===== src/rtl/nextpc_pkg.sv =====
package nextpc_pkg;
  typedef enum logic [1:0] {
    NXT_SEQ    = 2'd0,
    NXT_BRANCH = 2'd1,
    NXT_JUMP   = 2'd2
  } nxt_kind_e;
endpackage


===== src/rtl/nextpc_offset_sel.sv =====
module nextpc_offset_sel #(
  parameter int IMM_W = 16,
  parameter int WA_W  = 30
) (
  input  logic [IMM_W-1:0] imm,
  input  logic             take,
  output logic [WA_W-1:0]  offset
);
  localparam int EXT_W = WA_W - IMM_W;
  logic [WA_W-1:0] sext;

  generate
    if (EXT_W > 0) begin : g_ext
      assign sext = {{EXT_W{imm[IMM_W-1]}}, imm};
    end else begin : g_trunc
      assign sext = imm[WA_W-1:0];
    end
  endgenerate

  // Either nothing or the offset enters the shared adder
  assign offset = take ? sext : '0;
endmodule


===== src/rtl/nextpc_word_adder.sv =====
module nextpc_word_adder #(
  parameter int W = 30
) (
  input  logic [W-1:0] a,
  input  logic [W-1:0] b,
  input  logic         cin,
  output logic [W-1:0] sum
);
  logic [W:0] carry;
  assign carry[0] = cin;

  generate
    for (genvar i = 0; i < W; i++) begin : g_bit
      assign sum[i]     = a[i] ^ b[i] ^ carry[i];
      assign carry[i+1] = (a[i] & b[i]) | (carry[i] & (a[i] ^ b[i]));
    end
  endgenerate

  logic carry_out_unused;
  assign carry_out_unused = carry[W];
endmodule


===== src/rtl/nextpc_word_reg.sv =====
module nextpc_word_reg #(
  parameter int              WA_W       = 30,
  parameter logic [WA_W-1:0] RESET_WORD = '0
) (
  input  logic            clk,
  input  logic            rst,
  input  logic [WA_W-1:0] nxt,
  output logic [WA_W-1:0] cur
);
  always_ff @(posedge clk) begin
    if (rst) cur <= RESET_WORD;
    else     cur <= nxt;
  end
endmodule


===== src/rtl/nextpc_fetch_unit.sv =====
module nextpc_fetch_unit #(
  parameter int                ADDR_W     = 32,
  parameter int                IMM_W      = 16,
  parameter int                TGT_W      = 26,
  parameter logic [ADDR_W-1:0] RESET_ADDR = '0
) (
  input  logic              clk,
  input  logic              rst,
  input  logic [IMM_W-1:0]  imm_i,
  input  logic [TGT_W-1:0]  target_i,
  input  logic              branch_i,
  input  logic              zero_i,
  input  logic              jump_i,
  output logic [ADDR_W-1:0] iaddr_o
);
  import nextpc_pkg::*;

  localparam int                WA_W       = ADDR_W - 2;
  localparam int                HI_W       = WA_W - TGT_W;
  localparam logic [WA_W-1:0]   RESET_WORD = RESET_ADDR[ADDR_W-1:2];

  logic [WA_W-1:0] cur_word;
  logic [WA_W-1:0] offset;
  logic [WA_W-1:0] add_word;
  logic [WA_W-1:0] jmp_word;
  logic [WA_W-1:0] nxt_word;
  logic            take_branch;
  nxt_kind_e       kind;

  assign take_branch = branch_i & zero_i;

  always_comb begin
    if (jump_i)           kind = NXT_JUMP;
    else if (take_branch) kind = NXT_BRANCH;
    else                  kind = NXT_SEQ;
  end

  nextpc_offset_sel #(.IMM_W(IMM_W), .WA_W(WA_W)) u_off (
    .imm    (imm_i),
    .take   (kind == NXT_BRANCH),
    .offset (offset)
  );

  // One adder: carry-in supplies the +1 on both paths
  nextpc_word_adder #(.W(WA_W)) u_add (
    .a   (cur_word),
    .b   (offset),
    .cin (1'b1),
    .sum (add_word)
  );

  generate
    if (HI_W > 0) begin : g_keep_hi
      assign jmp_word = {cur_word[WA_W-1 -: HI_W], target_i};
    end else begin : g_full_tgt
      assign jmp_word = target_i[WA_W-1:0];
    end
  endgenerate

  always_comb begin
    case (kind)
      NXT_JUMP: nxt_word = jmp_word;
      default:  nxt_word = add_word;
    endcase
  end

  nextpc_word_reg #(.WA_W(WA_W), .RESET_WORD(RESET_WORD)) u_pc (
    .clk (clk),
    .rst (rst),
    .nxt (nxt_word),
    .cur (cur_word)
  );

  assign iaddr_o = {cur_word, 2'b00};
endmodule


===== config.mk =====
export PLATFORM = sky130hd
export DESIGN_NAME = nextpc_fetch_unit
export DESIGN_NICKNAME = d
export VERILOG_FILES = /design/src/rtl/nextpc_pkg.sv /design/src/rtl/nextpc_offset_sel.sv /design/src/rtl/nextpc_word_adder.sv /design/src/rtl/nextpc_word_reg.sv /design/src/rtl/nextpc_fetch_unit.sv
export SDC_FILE = /design/constraint.sdc
export NUM_CORES = 1
export LEC_CHECK = 0
export BUFFER_PORTS_ARGS = -buffer_cell sky130_fd_sc_hd__buf_2
export CAP_MARGIN = 40
export CORE_MARGIN = 2
export CORE_UTILIZATION = 45
export DETAILED_ROUTE_END_ITERATION = 12
export MAX_ROUTING_LAYER = met4
export PLACE_DENSITY = 0.84
export REMOVE_ABC_BUFFERS = 1
export SYNTH_ARGS = -nofsm -noshare
export SYNTH_HDL_FRONTEND = slang
export SYNTH_HIERARCHICAL = 1
export SYNTH_SLANG_ARGS = --single-unit

===== constraint.sdc =====
create_clock -name clk -period 15 [get_ports clk]
set_input_delay 0.75 -clock clk [delete_from_list [all_inputs] [get_ports clk]]
set_output_delay 0.75 -clock clk [all_outputs]
set_load 0.02 [all_outputs]

After elaboration in Yosys (flattened, before gate mapping)
Cells that the tools add are included.
{ "word_totals": {"output_inout_bits": 32, "in_bits": 47, "elab_cells": 155, "regBits": 30} }
{ "classes": {"n_mux": 4, "n_eq_ne": 2, "bitwise_logic": 147} }
{ "op_table": {"columns": ["op", "count"], "rows": [
  ["1-bit XOR", 59],
  ["1-bit AND", 58],
  ["30-bit 2-to-1 mux", 1],
  ["1-bit bitwise OR", 29],
  ["26-bit 2-to-1 mux", 1],
  ["2-bit by 1-bit equality test with 1-bit output, second input constant", 1],
  ["2-bit equality test, second input constant", 1],
  ["2-bit 2-to-1 mux", 1],
  ["1-bit 2-to-1 mux", 1],
  ["1-bit NOT", 1]
]} }

Depth between registers and ports, before layout
Gate-level depths: netlist of run 1.
{ "logic_depth": {"depth_word": 64, "depth_mapped": 37, "depth_no_buf": 36} }

By module
Netlist of run 1, hierarchy kept.
{ "by_module_without_submodules": {"columns": ["mod", "area_each_um2", "seq_area_each_um2", "cells_per_inst", "instances"], "rows": [
  ["nextpc_word_reg", 882.1, 600.6, 63, 1],
  ["nextpc_word_adder", 623.1, 0.0, 35, 1],
  ["nextpc_fetch_unit", 402.9, 0.0, 38, 1],
  ["nextpc_offset_sel", 231.5, 0.0, 31, 1]
]} }

Worst setup path after synthesis of run 1
OpenSTA, ideal clock, no wires.
{ "synth_path": {"path_kind": "input -> register", "startpoint": "input jump_i", "endpoint": "register u_pc.cur[29]", "path_buffers": 1, "path_stages": 37, "required_ns": 14.886, "setup_ns": 0.114, "path_slack_ns": 2.037, "t_arrival_ns": 12.849, "cell_sequence": "buf_6 and3b_1 and2_2 fa_1 fa_1 fa_1 fa_1 fa_1 fa_1 fa_1 fa_1 fa_1 fa_1 fa_1 fa_1 fa_1 fa_1 fa_1 fa_1 inv_1 fa_1 inv_1 fa_1 fa_1 fa_1 fa_1 fa_1 fa_1 fa_1 fa_1 fa_1 fa_1 fa_1 fa_1 xor3_1 mux2_2 nor2b_2"} }
{ "synth_via": {"elab_chain_len": 62, "word_cells_on_any_way": 121, "classes_between": "eq/ne (2); mux (2); bitwise (117)"} }
{ "synth_lines": {"columns": ["element", "line_no", "source"], "rows": [
  ["start, declared", "nextpc_fetch_unit.sv:13", "input logic jump_i,"],
  ["2-bit 2-to-1 mux (*)", "nextpc_fetch_unit.sv:33", "if (jump_i) kind = NXT_JUMP;"],
  ["2-bit by 1-bit equality test with 1-bit output (*)", "nextpc_fetch_unit.sv:40", ".take (kind == NXT_BRANCH),"],
  ["30-bit 2-to-1 mux (*)", "nextpc_offset_sel.sv:21", "assign offset = take ? sext : '0;"],
  ["net offset[0]", "nextpc_fetch_unit.sv:23", "logic [WA_W-1:0] offset;"],
  ["1-bit AND / 1-bit XOR (equally long branches)", "nextpc_word_adder.sv:15", "assign carry[i+1] = (a[i] & b[i]) | (carry[i] & (a[i] ^ b[i]));"],
  ["1-bit bitwise OR (*)", "nextpc_word_adder.sv:15", null],
  ["1-bit AND (*)", "nextpc_word_adder.sv:15", null],
  ["1-bit bitwise OR (*)", "nextpc_word_adder.sv:15", null],
  ["[48 not listed]", null, null],
  ["1-bit AND (*)", "nextpc_word_adder.sv:15", null],
  ["1-bit bitwise OR (*)", "nextpc_word_adder.sv:15", null],
  ["1-bit AND (*)", "nextpc_word_adder.sv:15", null],
  ["1-bit bitwise OR (*)", "nextpc_word_adder.sv:15", null],
  ["1-bit AND (*)", "nextpc_word_adder.sv:15", null],
  ["1-bit bitwise OR (*)", "nextpc_word_adder.sv:15", null],
  ["1-bit XOR (*)", "nextpc_word_adder.sv:14", "assign sum[i] = a[i] ^ b[i] ^ carry[i];"],
  ["net add_word[29]", "nextpc_fetch_unit.sv:24", "logic [WA_W-1:0] add_word;"],
  ["end signal, assigned", "nextpc_word_reg.sv:12", "else cur <= nxt;"],
  ["end, declared", "nextpc_word_reg.sv:8", "output logic [WA_W-1:0] cur"]
]} }
The timed path passes the listed nets; every way through them passes the cells marked *.
A chain may end at the register's enable or synchronous reset.

Final worst setup path of run 1
{ "layout_path": {"startpoint": "input zero_i", "endpoint": "register u_pc.cur[29]"} }
{ "layout_via": {"elab_chain_len": 64, "word_cells_on_any_way": 123, "classes_between": "eq/ne (2); mux (3); bitwise (118)"} }
{ "layout_lines": {"columns": ["element", "line_no", "source"], "rows": [
  ["start, declared", "nextpc_fetch_unit.sv:12", "input logic zero_i,"],
  ["1-bit AND (*)", "nextpc_fetch_unit.sv:30", "assign take_branch = branch_i & zero_i;"],
  ["1-bit 2-to-1 mux (*)", "nextpc_fetch_unit.sv:34", "else if (take_branch) kind = NXT_BRANCH;"],
  ["2-bit 2-to-1 mux (*)", "nextpc_fetch_unit.sv:33", null],
  ["2-bit by 1-bit equality test with 1-bit output (*)", "nextpc_fetch_unit.sv:40", null],
  ["30-bit 2-to-1 mux (*)", "nextpc_offset_sel.sv:21", null],
  ["net offset[0]", "nextpc_fetch_unit.sv:23", null],
  ["1-bit AND / 1-bit XOR (equally long branches)", "nextpc_word_adder.sv:15", null],
  ["1-bit bitwise OR (*)", "nextpc_word_adder.sv:15", null],
  ["[50 not listed]", null, null],
  ["1-bit AND (*)", "nextpc_word_adder.sv:15", null],
  ["1-bit bitwise OR (*)", "nextpc_word_adder.sv:15", null],
  ["1-bit AND (*)", "nextpc_word_adder.sv:15", null],
  ["1-bit bitwise OR (*)", "nextpc_word_adder.sv:15", null],
  ["1-bit AND (*)", "nextpc_word_adder.sv:15", null],
  ["1-bit bitwise OR (*)", "nextpc_word_adder.sv:15", null],
  ["1-bit XOR (*)", "nextpc_word_adder.sv:14", null],
  ["net add_word[29]", "nextpc_fetch_unit.sv:24", null]
]} }
Marked as above.

==> summary.txt, run 1 <==
Clocking
  • CTS root buffer: clkbuf_8
  • CTS H-tree depth: 2
  • Clk sink count: 30
  • Post-CTS Setup Bufs: 0
  • Post-CTS sizing: 0
  • Clock Latency Late Sink: 0.27 ns
  • Clk buf depth: 2
  • # hold bufs at CTS: 0
  • Number of CTS-inserted buffers: 5
  • Clock transition at path regs: 0.06 ns
  • CTS tree: done

Timing
  • Highest clock rate: 74.8 MHz
  • Final worst setup slack: 1.63 ns
  • Worst-Margin Slew: 0.800 ns
  • Fin. Hold Viols: 0
  • Clock Skew: 0.00382 ns
  • Post-route setup TNS: 0 ns
  • WHS: 0.622 ns
  • Slew margin rel.: 46.6%
  • RSZ-0062 raised after global routing: no
  • Final slew viol count: 0
  • Tcrit/Tclk final: 89.1%
  • Final number of setup-violating endpoints: 0
  • Tmin final: 13.37 ns

Cells and area
  • Largest Register: u_pc/cur
  • Layout cell share with drive strength beyond 1: 65.2%
  • Diode count: 0
  • Commonest cells after routing, fill and taps aside: 76 x buf_2, 30 x mux2_2, 30 x dfxtp_1, 29 x fa_1, 24 x nor2b_2
  • Final Core Density: 53.4%
  • Area Growth Syn to Fin: 16.4%
  • Nets@finish: 305
  • Max reg flops: 30
  • Most common cell after layout, fill and taps aside: buf_2
  • Top Registers: u_pc/cur x30

Power
  • Gate power share: 22.4%
  • Pwr per Cell Area: 81.0 nW/um2
  • Worst VDD drop: 0.0000379 V
  • NetSw: 55.4 uW
  • Sw Ratio: 27.4%
  • Reg power frac: 44.7%
  • Leak: 1.27 nW
  • Clk pwr share: 32.8%
  • Pint: 146 uW

Place
  • # port buffers: 76
  • GPL Wtd Cong: 0.744
  • Pre-CTS setup slack: 1.35 ns
  • DPL Wire Length: 2.92 mm

Worst setup path
  • Slowest CP cell: fa_1
  • CP dominant cell by count: fa_1
  • Setup crit start kind: input port
  • Worst-path maximum fanout: 16
  • WS Path Type: input port to flip-flop
  • Critical Path Max Stage Delay: 0.43 ns
  • WP data required: 15.14 ns
  • Worst setup EP type: flip-flop
  • WP data arrival: 13.51 ns

Synth
  • Synth warnings: 6
  • Post-Synthesis Cells: 167
  • Number of synthesized register bits: 30
  • Synthesized area: 2140 um2
  • Register area share after synthesis: 28.1%
  • Synth cell types: 13
  • Syn avg cell area: 12.8 um2

Global route
  • Largest net degree at the start of global routing: 31
  • Total gr overflow: 0
  • Initial antenna violation count: 0
  • First-pass GRT wire length: 6.07 mm
  • Tot GR Track Use: 15.3%
  • Vias in the first global route: 1373

Floorplan
  • Initial Utilization: 45.9%
  • Die ar.: 5320 um2
  • Area of the core: 4660 um2
  • Rows: 25
  • Die Span X: 73.0 um
  • DIE HEIGHT: 73.0 um
  • Top-level I/O count: 79

Detailed routing
  • First DRT Iteration DRCs: 34
  • Routed wire per std cell: 12.8 um
  • DR pass1 iterations: 3
  • Drt drc: 0
  • Total number of vias: 1287
  • Vias/cell: 4.53
  • Routed Antenna Nets: 0
  • DRT Wirelength: 3.64 mm

Min path
  • Worst hold path class: flip-flop to flip-flop

Status
  • Status: finished clean

Flow run
  • Max-cap violations: 0
-- worst max-delay path, delay by kind of cell --
kind | cells | cell delay, ns
simple gates | 3 | 0.69
buf+inv | 3 | 0.25
mux | 1 | 0.26
xor+xnor | 1 | 0.35
fa+ha+maj | 29 | 11.19
-- worst paths after layout --
kind                                   start           end  slack, ns  cells past startpoint
worst min-delay path            u_pc/cur[29]  u_pc/cur[29]       0.62                      2
worst max-delay path                  zero_i  u_pc/cur[29]       1.63                     37
worst min register to register  u_pc/cur[29]  u_pc/cur[29]       0.62                      2
worst max register to register   u_pc/cur[0]  u_pc/cur[29]       2.40                     34
-- per-layer routing --
| metal | up-vias | share of wire (%) | global-route usage [%] |
|---|---|---|---|
| met4 | 0 | 0.69 | 3.09 |
| met1 | 606 | 42 | 18.7 |
| met5 | - | 0 | - |
| li1 | 625 | - | - |
| met3 | 5 | 5.8 | 4.14 |
| met2 | 51 | 51 | 25.7 |
-- cell type report --
| class | count | area [um2] |
|---|---|---|
| tap | 54 | 67.6 |
| fill | 423 | 2170 |
| timing repair buffer | 77 | 388 |
| sequential | 30 | 601 |
| clock inverter | 1 | 5.00 |
| multi-input combinational | 110 | 1330 |
| clock buffer | 7 | 86.3 |
| inverter | 5 | 18.8 |
-- synth_stat cells (all sizes together) --
cell type	count	area, um2
and2	16	115
and3b	1	8.76
buf	23	199
conb	2	7.51
dfxtp	30	601
fa	29	581
inv	5	18.8
mux2	30	338
nor2b	30	248
xor3	1	23.8
-- per-stage QoR --
stage,power [mW],cell area (um2),instances
global placement,0.137,2400,276
floorplan,0.119,1940,145
global route,0.215,2490,284
CTS,0.206,2490,284
finish,0.202,2490,284
detailed placement,0.138,2400,276
-- cells by family (layout without fill, tap and decap cells) --
| family | count (synthesis) | in the layout | share of synthesized area, % |
|---|---|---|---|
| XOR/XNOR | 1 | 1 | 1.11 |
| other | 2 | 3 | 0.351 |
| adder cells (fa/ha/maj) | 29 | 29 | 27.1 |
| AND/OR/NAND/NOR | 47 | 47 | 17.4 |
| buffers and inverters | 28 | 90 | 10.2 |
| multiplexers | 30 | 30 | 15.8 |
| flip-flops | 30 | 30 | 28.1 |
-- power by group through the flow --
stage                     clock network [mW]  logic [mW]  registers (mW)
after CTS                             0.0698      0.0462          0.0904
final                                 0.0663      0.0453          0.0902
after floorplan                            0      0.0206          0.0988
after global routing                  0.0735      0.0503          0.0912
after detailed placement                   0      0.0462          0.0922
after global placement                     0      0.0448          0.0919
No activity file was read; power rests on OpenSTA's default activity.
==> run 2: changes to the inputs <==
--- a/config.mk
+++ b/config.mk
@@ -8,10 +8,10 @@
 export BUFFER_PORTS_ARGS = -buffer_cell sky130_fd_sc_hd__buf_2
 export CAP_MARGIN = 40
 export CORE_MARGIN = 2
-export CORE_UTILIZATION = 45
+export CORE_UTILIZATION = 50
 export DETAILED_ROUTE_END_ITERATION = 12
 export MAX_ROUTING_LAYER = met4
-export PLACE_DENSITY = 0.84
+export PLACE_DENSITY = 0.91
 export REMOVE_ABC_BUFFERS = 1
 export SYNTH_ARGS = -nofsm -noshare
 export SYNTH_HDL_FRONTEND = slang
==> summary.txt, run 2 (synthesis results as in run 1) <==
Place
  • DPL Wire Length: 2.99 mm (+2.4%)
  • GPL Wtd Cong: 0.740 (-0.51%)
  • # port buffers: 76 (unchanged)
  • Pre-CTS setup slack: 1.23 ns (-0.123 ns)

Worst setup path
  • WP data arrival: 13.63 ns (+0.12 ns)
  • Worst path bufs/invs: 3 (unchanged)
  • Top delay family on crit path: adder cells
  • WS Path Type: input port to flip-flop
  • Slowest CP cell: fa_1
  • CP dominant cell by count: fa_1
  • Setup crit start kind: input port
  • Worst setup EP type: flip-flop
  • WP data required: 15.14 ns (about the same)
  • Worst-path maximum fanout: 16 (unchanged)
  • Critical Path Max Stage Delay: 0.42 ns (about the same)

Timing
  • RSZ-0062 raised after global routing: no
  • Clock Skew: 0.00369 ns (-0.000131 ns)
  • Post-route setup TNS: 0 ns (unchanged)
  • Tcrit/Tclk final: 90.0% (+0.84 points)
  • Final number of setup-violating endpoints: 0 (unchanged)
  • Highest clock rate: 74.1 MHz (-0.93%)
  • Tmin final: 13.49 ns (+0.126 ns)
  • Final worst setup slack: 1.51 ns (-0.126 ns)
  • WHS: 0.647 ns (+0.0247 ns)
  • Fin. Hold Viols: 0 (unchanged)
  • Final slew viol count: 0 (unchanged)
  • Slew margin rel.: 47.9% (+1.3 points)
  • Worst-Margin Slew: 0.781 ns (-0.0194 ns)

Detailed routing
  • Vias/cell: 4.75 (+4.8%)
  • Total number of vias: 1330 (+3.3%)
  • Routed wire per std cell: 13.7 um (+7.0%)
  • First DRT Iteration DRCs: 24 (-29%)
  • DRT Wirelength: 3.84 mm (+5.5%)
  • Routed Antenna Nets: 0 (unchanged)
  • DR pass1 iterations: 2 (-1)
  • Drt drc: 0 (unchanged)

Global route
  • Largest net degree at the start of global routing: 31 (unchanged)
  • First-pass GRT wire length: 6.71 mm (+11%)
  • Tot GR Track Use: 18.0% (+2.6 points)
  • Initial antenna violation count: 0 (unchanged)
  • Total gr overflow: 0 (unchanged)
  • Vias in the first global route: 1529 (+11%)

Cells and area
  • Final Core Density: 61.3% (+7.8 points)
  • Area Growth Syn to Fin: 16.2%
  • Max reg flops: 30 (unchanged)
  • Commonest cells after routing, fill and taps aside: 76 x buf_2, 30 x mux2_2, 30 x dfxtp_1, 29 x fa_1, 24 x nor2b_2
  • Largest Register: u_pc/cur
  • Filler cells: 323 (-24%)
  • Most common cell after layout, fill and taps aside: buf_2
  • Diode count: 0 (unchanged)
  • Nets@finish: 305 (unchanged)
  • Top Registers: u_pc/cur x30
  • Layout cell share with drive strength beyond 1: 65.2% (unchanged)

Clocking
  • # hold bufs at CTS: 0 (unchanged)
  • Clock Latency Late Sink: 0.27 ns (about the same)
  • Clk buf depth: 2 (unchanged)
  • Number of CTS-inserted buffers: 5 (unchanged)
  • CTS root buffer: clkbuf_8
  • Post-CTS Setup Bufs: 0 (unchanged)
  • CTS H-tree depth: 2 (unchanged)
  • CTS tree: done
  • Clk sink count: 30 (unchanged)
  • Clock transition at path regs: 0.06 ns (about the same)
  • Post-CTS sizing: 0 (unchanged)

Floorplan
  • Area of the core: 4060 um2 (-13%)
  • Die Span X: 69.4 um (-4.9%)
  • Top-level I/O count: 79 (unchanged)
  • Die ar.: 4820 um2 (-9.5%)
  • Initial Utilization: 52.7% (+6.8 points)
  • Rows: 23 (-8.0%)
  • DIE HEIGHT: 69.4 um (-4.9%)

Power
  • Worst VDD drop: 0.0000538 V (+42%)
  • Leak: 1.27 nW (unchanged)
  • Pwr per Cell Area: 80.7 nW/um2 (-0.31%)
  • Final Power: 201 uW (-0.51%)

Status
  • Status: finished clean

Flow run
  • Max-cap violations: 0 (unchanged)

Min path
  • Worst hold path class: flip-flop to flip-flop
run 2: cell counts in the layout (fill, tap and decap cells not counted):
Identical to the previous run, type by type.
run 2: cell type report:
type                    count  area (um2)  area share, %
well taps                  50        62.6           2.52
clock inverters             1        5.00          0.201
clock buffers               7        86.3           3.47
multi-input cells         110        1330           53.3
flip-flops and latches     30         601           24.2
inverters                   5        18.8          0.755
repair buffers             77         388           15.6
run 2: path summary, 6_finish.rpt:
path,from,to,slack [ns],depth (start not counted)
max,branch_i,u_pc/cur[29],1.51,37
min,u_pc/cur[29],u_pc/cur[29],0.65,2
max reg2reg,u_pc/cur[0],u_pc/cur[29],2.33,34
min reg2reg,u_pc/cur[29],u_pc/cur[29],0.65,2
run 2: power breakdown:
| group | total [mW] | internal, mW | leakage (nW) | switching (mW) |
|---|---|---|---|---|
| registers | 0.0901 | 0.0855 | 0.248 | 0.00462 |
| clock network | 0.0651 | 0.0369 | 0.0482 | 0.0282 |
| logic | 0.0455 | 0.0240 | 0.976 | 0.0215 |
run 2: metal layers:
| metal | vias to the layer above | share of wire, % | global-route usage, % | wire length (um) |
|---|---|---|---|---|
| met3 | 6 | 6.2 | 3.92 | 240 |
| met4 | 0 | 1.2 | 6.32 | 48 |
| met1 | 649 | 39 | 20.9 | 1480 |
| li1 | 627 | - | - | - |
| met2 | 48 | 54 | 30.7 | 2070 |
| met5 | - | 0 | - | 0 |
run 2: worst reg2reg max path, delay by kind of cell, from the launching register on:
family,cells,cell delay (ns)
XOR/XNOR,1,0.36
buffers and inverters,2,0.14
flip-flops,1,0.32
multiplexers,1,0.26
adder cells (fa/ha/maj),29,11.31
AND/OR/NAND/NOR,1,0.14
run 2: metrics by stage:
stage                     instances  instance area, um2
after floorplan                 145                1940
after global placement          272                2390
after detailed placement        272                2390
after CTS                       280                2490
after global routing            280                2490
final                           280                2490
